### src/rtl/cfgx_pkg.sv
package cfgx_pkg;
  typedef enum logic [2:0] {
    KIND_TYPE0 = 3'd4,
    KIND_TYPE1 = 3'd5
  } cfg_kind_e;
endpackage

### src/rtl/cfgx_validate.sv
module cfgx_validate #(
  parameter int BUS_W        = 8,
  parameter int DEV_W        = 5,
  parameter int BUS0_DEV_MAX = 1,
  parameter int BUS1_DEV_MAX = 0
) (
  input  logic [BUS_W-1:0] bus,
  input  logic [DEV_W-1:0] dev,
  output logic             ok,
  output logic             is_local,
  output logic [2:0]       kind
);
  import cfgx_pkg::*;

  logic on_first;
  logic bad_local;
  logic bad_first;

  always_comb begin
    is_local  = (bus == '0);
    on_first  = (bus == BUS_W'(1));
    bad_local = is_local && (dev > DEV_W'(BUS0_DEV_MAX));
    bad_first = on_first && (dev > DEV_W'(BUS1_DEV_MAX));
    ok        = !(bad_local || bad_first);
    kind      = (bus < BUS_W'(2)) ? KIND_TYPE0 : KIND_TYPE1;
  end
endmodule

### src/rtl/cfgx_map.sv
module cfgx_map #(
  parameter int              BUS_W       = 8,
  parameter int              DEV_W       = 5,
  parameter int              FUN_W       = 3,
  parameter int              OFS_W       = 12,
  parameter int              ADDR_W      = 32,
  parameter logic [ADDR_W-1:0] LOCAL_BASE  = 32'h4000_0000,
  parameter logic [ADDR_W-1:0] REMOTE_BASE = 32'h5000_0000
) (
  input  logic              clk,
  input  logic              rst_n,
  input  logic              fire,
  input  logic              ok,
  input  logic              is_local,
  input  logic [BUS_W-1:0]  bus,
  input  logic [DEV_W-1:0]  dev,
  input  logic [FUN_W-1:0]  func,
  input  logic [OFS_W-1:0]  ofs,
  output logic [ADDR_W-1:0] tgt_next,
  output logic [ADDR_W-1:0] addr
);
  localparam int ID_W  = BUS_W + DEV_W + FUN_W;
  localparam int PAD_W = ADDR_W - ID_W;
  localparam logic [ADDR_W-1:0] WIN_MASK = ADDR_W'((64'd1 << OFS_W) - 64'd1);
  localparam bit BASES_ALIGNED =
    ((LOCAL_BASE & WIN_MASK) == '0) && ((REMOTE_BASE & WIN_MASK) == '0);

  logic [ADDR_W-1:0] tgt_q;
  logic [ADDR_W-1:0] id_word;
  logic [OFS_W-1:0]  ofs_al;
  logic [ADDR_W-1:0] base_sel;
  logic              load;

  always_comb begin
    id_word  = {bus, dev, func, {PAD_W{1'b0}}};
    load     = ok && !is_local;
    tgt_next = load ? id_word : tgt_q;
    ofs_al   = ofs & ~OFS_W'(3);
    base_sel = is_local ? LOCAL_BASE : REMOTE_BASE;
  end

  always_ff @(posedge clk) begin
    if (!rst_n) tgt_q <= '0;
    else if (fire && load) tgt_q <= id_word;
  end

  generate
    if (BASES_ALIGNED) begin : g_or_join
      always_comb addr = base_sel | ADDR_W'(ofs_al);
    end else begin : g_add_join
      always_comb addr = base_sel + ADDR_W'(ofs_al);
    end
  endgenerate

  // a local access leaves the region target alone
  p_local_keeps_target_r2: assert property (@(posedge clk) disable iff (!rst_n)
    (fire && is_local) |=> $stable(tgt_q));
  // a filtered request leaves the region target alone
  p_drop_keeps_target_r7: assert property (@(posedge clk) disable iff (!rst_n)
    (fire && !ok) |=> $stable(tgt_q));
endmodule

### src/rtl/cfgx_outstage.sv
module cfgx_outstage #(
  parameter int PW = 8
) (
  input  logic          clk,
  input  logic          rst_n,
  input  logic          in_valid,
  output logic          in_ready,
  input  logic [PW-1:0] in_data,
  output logic          out_valid,
  input  logic          out_ready,
  output logic [PW-1:0] out_data
);
  logic          full_q;
  logic [PW-1:0] data_q;
  logic          take;

  always_comb begin
    in_ready  = !full_q || out_ready;
    take      = in_valid && in_ready;
    out_valid = full_q;
    out_data  = data_q;
  end

  always_ff @(posedge clk) begin
    if (!rst_n) begin
      full_q <= 1'b0;
      data_q <= '0;
    end else if (take) begin
      full_q <= 1'b1;
      data_q <= in_data;
    end else if (out_ready) begin
      full_q <= 1'b0;
    end
  end

  // a stalled response holds every field
  p_hold_stalled_r9: assert property (@(posedge clk) disable iff (!rst_n)
    (out_valid && !out_ready) |=> (out_valid && $stable(out_data)));
  // an accepted request is presented at the next edge
  p_one_cycle_r8: assert property (@(posedge clk) disable iff (!rst_n)
    (in_valid && in_ready) |=> out_valid);
endmodule

### src/rtl/cfgx_xlate.sv
module cfgx_xlate #(
  parameter int              BUS_W       = 8,
  parameter int              DEV_W       = 5,
  parameter int              FUN_W       = 3,
  parameter int              OFS_W       = 12,
  parameter int              ADDR_W      = 32,
  parameter int              DATA_W      = 32,
  parameter logic [ADDR_W-1:0] LOCAL_BASE  = 32'h4000_0000,
  parameter logic [ADDR_W-1:0] REMOTE_BASE = 32'h5000_0000
) (
  input  logic              clk,
  input  logic              rst_n,
  input  logic              req_valid,
  output logic              req_ready,
  input  logic [BUS_W-1:0]  req_bus,
  input  logic [DEV_W-1:0]  req_dev,
  input  logic [FUN_W-1:0]  req_func,
  input  logic [OFS_W-1:0]  req_ofs,
  input  logic              req_write,
  output logic              rsp_valid,
  input  logic              rsp_ready,
  output logic [2:0]        rsp_type,
  output logic [ADDR_W-1:0] rsp_target,
  output logic              rsp_local,
  output logic [ADDR_W-1:0] rsp_addr,
  output logic              rsp_pass,
  output logic              rsp_err,
  output logic [DATA_W-1:0] rsp_rdata
);
  localparam int PW = 3 + ADDR_W + 1 + ADDR_W + 1 + 1 + DATA_W;

  logic              ok;
  logic              is_local;
  logic [2:0]        kind;
  logic              fire;
  logic [ADDR_W-1:0] tgt_next;
  logic [ADDR_W-1:0] addr;
  logic [DATA_W-1:0] rdata;
  logic              err;
  logic [PW-1:0]     pay_in;
  logic [PW-1:0]     pay_out;

  cfgx_validate #(
    .BUS_W(BUS_W), .DEV_W(DEV_W), .BUS0_DEV_MAX(1), .BUS1_DEV_MAX(0)
  ) u_validate (
    .bus(req_bus), .dev(req_dev), .ok(ok), .is_local(is_local), .kind(kind)
  );

  cfgx_map #(
    .BUS_W(BUS_W), .DEV_W(DEV_W), .FUN_W(FUN_W), .OFS_W(OFS_W),
    .ADDR_W(ADDR_W), .LOCAL_BASE(LOCAL_BASE), .REMOTE_BASE(REMOTE_BASE)
  ) u_map (
    .clk(clk), .rst_n(rst_n), .fire(fire), .ok(ok), .is_local(is_local),
    .bus(req_bus), .dev(req_dev), .func(req_func), .ofs(req_ofs),
    .tgt_next(tgt_next), .addr(addr)
  );

  always_comb begin
    fire   = req_valid && req_ready;
    err    = !ok && req_write;
    rdata  = (!ok && !req_write) ? '1 : '0;
    pay_in = {kind, tgt_next, is_local, addr, ok, err, rdata};
  end

  cfgx_outstage #(.PW(PW)) u_out (
    .clk(clk), .rst_n(rst_n),
    .in_valid(req_valid), .in_ready(req_ready), .in_data(pay_in),
    .out_valid(rsp_valid), .out_ready(rsp_ready), .out_data(pay_out)
  );

  assign {rsp_type, rsp_target, rsp_local, rsp_addr, rsp_pass, rsp_err, rsp_rdata} = pay_out;

  // local space is always reached with type 0
  p_local_is_type0_r1: assert property (@(posedge clk) disable iff (!rst_n)
    (rsp_valid && rsp_local) |-> (rsp_type == 3'd4));
  // output address is dword aligned
  p_addr_aligned_r4: assert property (@(posedge clk) disable iff (!rst_n)
    rsp_valid |-> (rsp_addr[1:0] == 2'b00));
  // a filtered read returns all ones
  p_drop_read_ones_r6: assert property (@(posedge clk) disable iff (!rst_n)
    (rsp_valid && !rsp_pass && !rsp_err) |-> (rsp_rdata == '1));
  // an error is only raised on a filtered access
  p_err_not_pass_r7: assert property (@(posedge clk) disable iff (!rst_n)
    (rsp_valid && rsp_err) |-> !rsp_pass);
endmodule

### config.mk
export PLATFORM = sky130hd
export DESIGN_NAME = cfgx_xlate
export DESIGN_NICKNAME = d
export VERILOG_FILES = /design/src/rtl/cfgx_pkg.sv /design/src/rtl/cfgx_validate.sv /design/src/rtl/cfgx_map.sv /design/src/rtl/cfgx_outstage.sv /design/src/rtl/cfgx_xlate.sv
export SDC_FILE = /design/constraint.sdc
export NUM_CORES = 1
export LEC_CHECK = 0
export ABC_AREA = 1
export BUFFER_PORTS_ARGS = -buffer_cell sky130_fd_sc_hd__buf_2
export CAP_MARGIN = 30
export CORE_AREA = 2 2 112 114
export CTS_CLUSTER_SIZE = 10
export DETAILED_ROUTE_END_ITERATION = 16
export DIE_AREA = 0 0 114 116
export PLACE_DENSITY = 0.76
export SYNTH_ARGS = -nofsm -noshare
export SYNTH_HDL_FRONTEND = slang
export SYNTH_HIERARCHICAL = 1
export SYNTH_SLANG_ARGS = --single-unit
export TNS_END_PERCENT = 50
### constraint.sdc
create_clock -name clk -period 3.3 [get_ports clk]
set_input_delay 0.99 -clock clk [delete_from_list [all_inputs] [get_ports clk]]
set_output_delay 0.99 -clock clk [all_outputs]
set_load 0.01 [all_outputs]
==> metrics.md <==
| Metric | Value |
|---|---|
| Status | finished, final reports clean |
| Vias/cell | approximately 4.5 |
| Main flop type after synthesis | dfxtp_1 |
| Chip Height | about 120 um |
| Buffer and inverter count on the worst path | 3 |
| Global placement routability congestion | between 0.7 and 0.8 |
| Ports | 137 |
| Die Wd | between 100 and 150 um |
| Critical path class | primary input to output pin |
| Largest net degree at the start of global routing | approximately 130 |
| CP Capture Type | output pin |
| # diodes | 0 |
| Unique cell type count in the Yosys netlist | 21 |
| Cell taking the most area after synthesis | dfxtp_1 |
| DRT iter0 DRCs | 447 |
| CTS tree | built |
| Via count | approximately 5.3k |
| Post-synth top cells | 153 x inv_1, 145 x nand2_1, 127 x nor2_1, 119 x dfxtp_1 |
| Number of synthesis warnings | 6 |
| Number of global-route vias before repair | between 4k and 5k |
| Root buffer cell | clkbuf_16 |
| Bufs on Longest Clock Path | 2 |
| Worst-path cell chain | buf_2 -> inv_2 -> nand2_8 -> buf_2 |
| Worst-path clk slew | 0.05 ns |
| Number of buffers created by CTS | 17 |
| Cts hold-fix bufs | 0 |
| Async SR Flop Fraction | 0% |
| First-pass GRT wire length | just over 20000 um |
| Design Area, Final | 7084 um2 |
| Buffer count from post-CTS setup fixing | 0 |
| DRT Pass-1 Iters | 4 |
| Max Transition Viols Final | 0 |
| Placed inst area | 6455 um2 |
| Static Leak | about 3.7 nW |
| Row Count | 40 |
| IO Port Bufs | between 100 and 150 |
| Crit path max-delay family | buffers and inverters |
| Max-Cap Viols | 0 |
| Setup clock skew after layout | 0.006286 ns |
| #FFs+latches synth | 119 |
| Most used cell along the critical path | buf_2 |
| Share of layout cells above drive strength 1 | around a fifth |
| VDD IR max | about 0.00026 V |
| Seq. cell area | 2382 um2 |
| Startpoint Class | primary input |
| Max Clock Freq | about 420 MHz |
| Die Area | around 13000 um2 |
| Total track usage | roughly a fifth |
| Syn Std Cell Area | just over 6000 um2 |
| Post-synthesis sequential area ratio | 38.83% |
| Number of flops mapped to enable cells by yosys | 0 |
| Relative slew margins | a little over half |
| H-tree depth | 4 |
| Syn avg cell area | 6.677 um2 |
| Gate Count Post-Synth | between 900 and 1k |
| DP HPWL | 7555 um |
| Total core area | approximately 12000 um2 |
| Tcrit/Tclk final | 72.41% |
| Final wirelength | between 10000 and 15000 um |
| CTS Sinks | between 100 and 150 |
| Area Growth Syn to Fin | 15.46% |
| GR Overflow Total | 0 |
| Fillers | ~1.2k |
| DRC violations left | 0 |
| Synth area leaders | dfxtp_1 39%, inv_1 9.4%, nand2_1 8.9% |
| Pwr Total | 4.112 mW |
| Hold Crit Class | register to register |
| Final hold violation count | 0 |
| Slowest-stage cell, CP | buf_2 |
| Unrepaired setup endpoints after global routing | no |
| Area fraction of the dominant cell type after synthesis | between 30% and 40% |
| Clock latency on the worst-skew pair | ~0.4 ns |
| Most common cell in the synthesized netlist | inv_1 |
| Post-layout minimum cycle time | 2.390 ns |
| # resized after CTS | 0 |
| Crit-path max cell delay | approximately 0.15 ns |
| CP arrival | around 1.4 ns |
| WL/cell | around 11 um |
| CP max FO | 4 |
| Starting Density | 51.51% |
| Multi-input logic area | about 2500 um2 |
| Slew @ Worst Pin | 0.7119 ns |
| Setup tns final | 0 ns |
| Required time of the critical path | ~2.3 ns |
| Setup-failing EPs final | 0 |
| Pwr dens | a little under 600 nW/um2 |
| Final nets | just over 1k |
| Final antenna-violating net count | 0 |
| Initial antenna violation count | 0 |
per-layer routing:
metal	part of all wire (%)	track usage (%)
met1	50	26.77
met2	45	28.97
met3	3.9	5.335
met4	1.1	6.667
met5	0	0
sequential cells by signal (all words and copies together), names as in the netlist:
register	flops
u_out/out_data	102
u_map/tgt_q	16
u_out/out_valid	1
report_power, final:
part	switching [mW]	total, mW	leakage [nW]	internal, mW
Combinational	0.322	0.533	2.41	0.210
Clock	0.629	1.98	0.312	1.35
Sequential	0.0511	1.60	0.986	1.55
Total	1.00	4.11	3.71	3.11
kinds of logic (layout without fill, tap and decap cells):
kind of cell,count (synthesis),in the layout,share of synthesized area (%)
compound gates,119,119,9.747
buf+inv,271,331,22.72
flops,119,119,38.83
other cells,4,39,0.2446
simple gates,406,406,28.47
final timing paths:
path | from | endpoint | slack (ns) | cells after the start
max | rsp_ready | req_ready | 0.91 | 4
min reg2reg | u_out/out_data[48]$_SDFFE_PN0P_ | u_out/out_data[48]$_SDFFE_PN0P_ | 0.47 | 2
min | u_out/out_data[48]$_SDFFE_PN0P_ | u_out/out_data[48]$_SDFFE_PN0P_ | 0.47 | 2
max reg2reg | u_out/out_valid$_SDFFE_PN0P_ | u_out/out_data[62]$_SDFFE_PN0P_ | 1.76 | 5
metrics by stage:
stage / hold WS [ns] / worst slack, ns / std cells / util [%]
floorplan: 0.4862 / 0.5718 / 954 / -
global placement: 0.4541 / 0.6355 / 1129 / 54.19
detailed placement: 0.4621 / 0.6374 / 1129 / 54.19
CTS: 0.4748 / 0.9030 / 1161 / 59.47
global route: 0.4950 / 0.7520 / 1161 / 59.47
finish: 0.4695 / 0.9103 / 1161 / 59.47
placed cells by master (no fill, tap or decap), drive strengths merged, types with 22 or more instances in the layout:
cell,n
nand3,104
clkbuf,22
nand2,157
conb,39
a21oi,103
inv,155
nor2,130
buf,144
dfxtp,119
worst reg2reg max path, stage by stage, from the launching register on:
cell	delay (ns)
dfxtp_1	0.36
nand2_8	0.11
buf_4	0.55
nand3_1	0.25
nand2_1	0.12
nor2_1	0.04
final cells by class:
| class | count | area share (%) |
|---|---|---|
| tap | 147 | 2.596 |
| timing repair buffer | 144 | 11.36 |
| sequential | 119 | 33.63 |
| multi-input combinational | 564 | 35.32 |
| inverter | 155 | 8.213 |
| clock inverter | 10 | 2.473 |
| clock buffer | 22 | 6.411 |
Note: power is estimated with default switching activity, not from simulation.
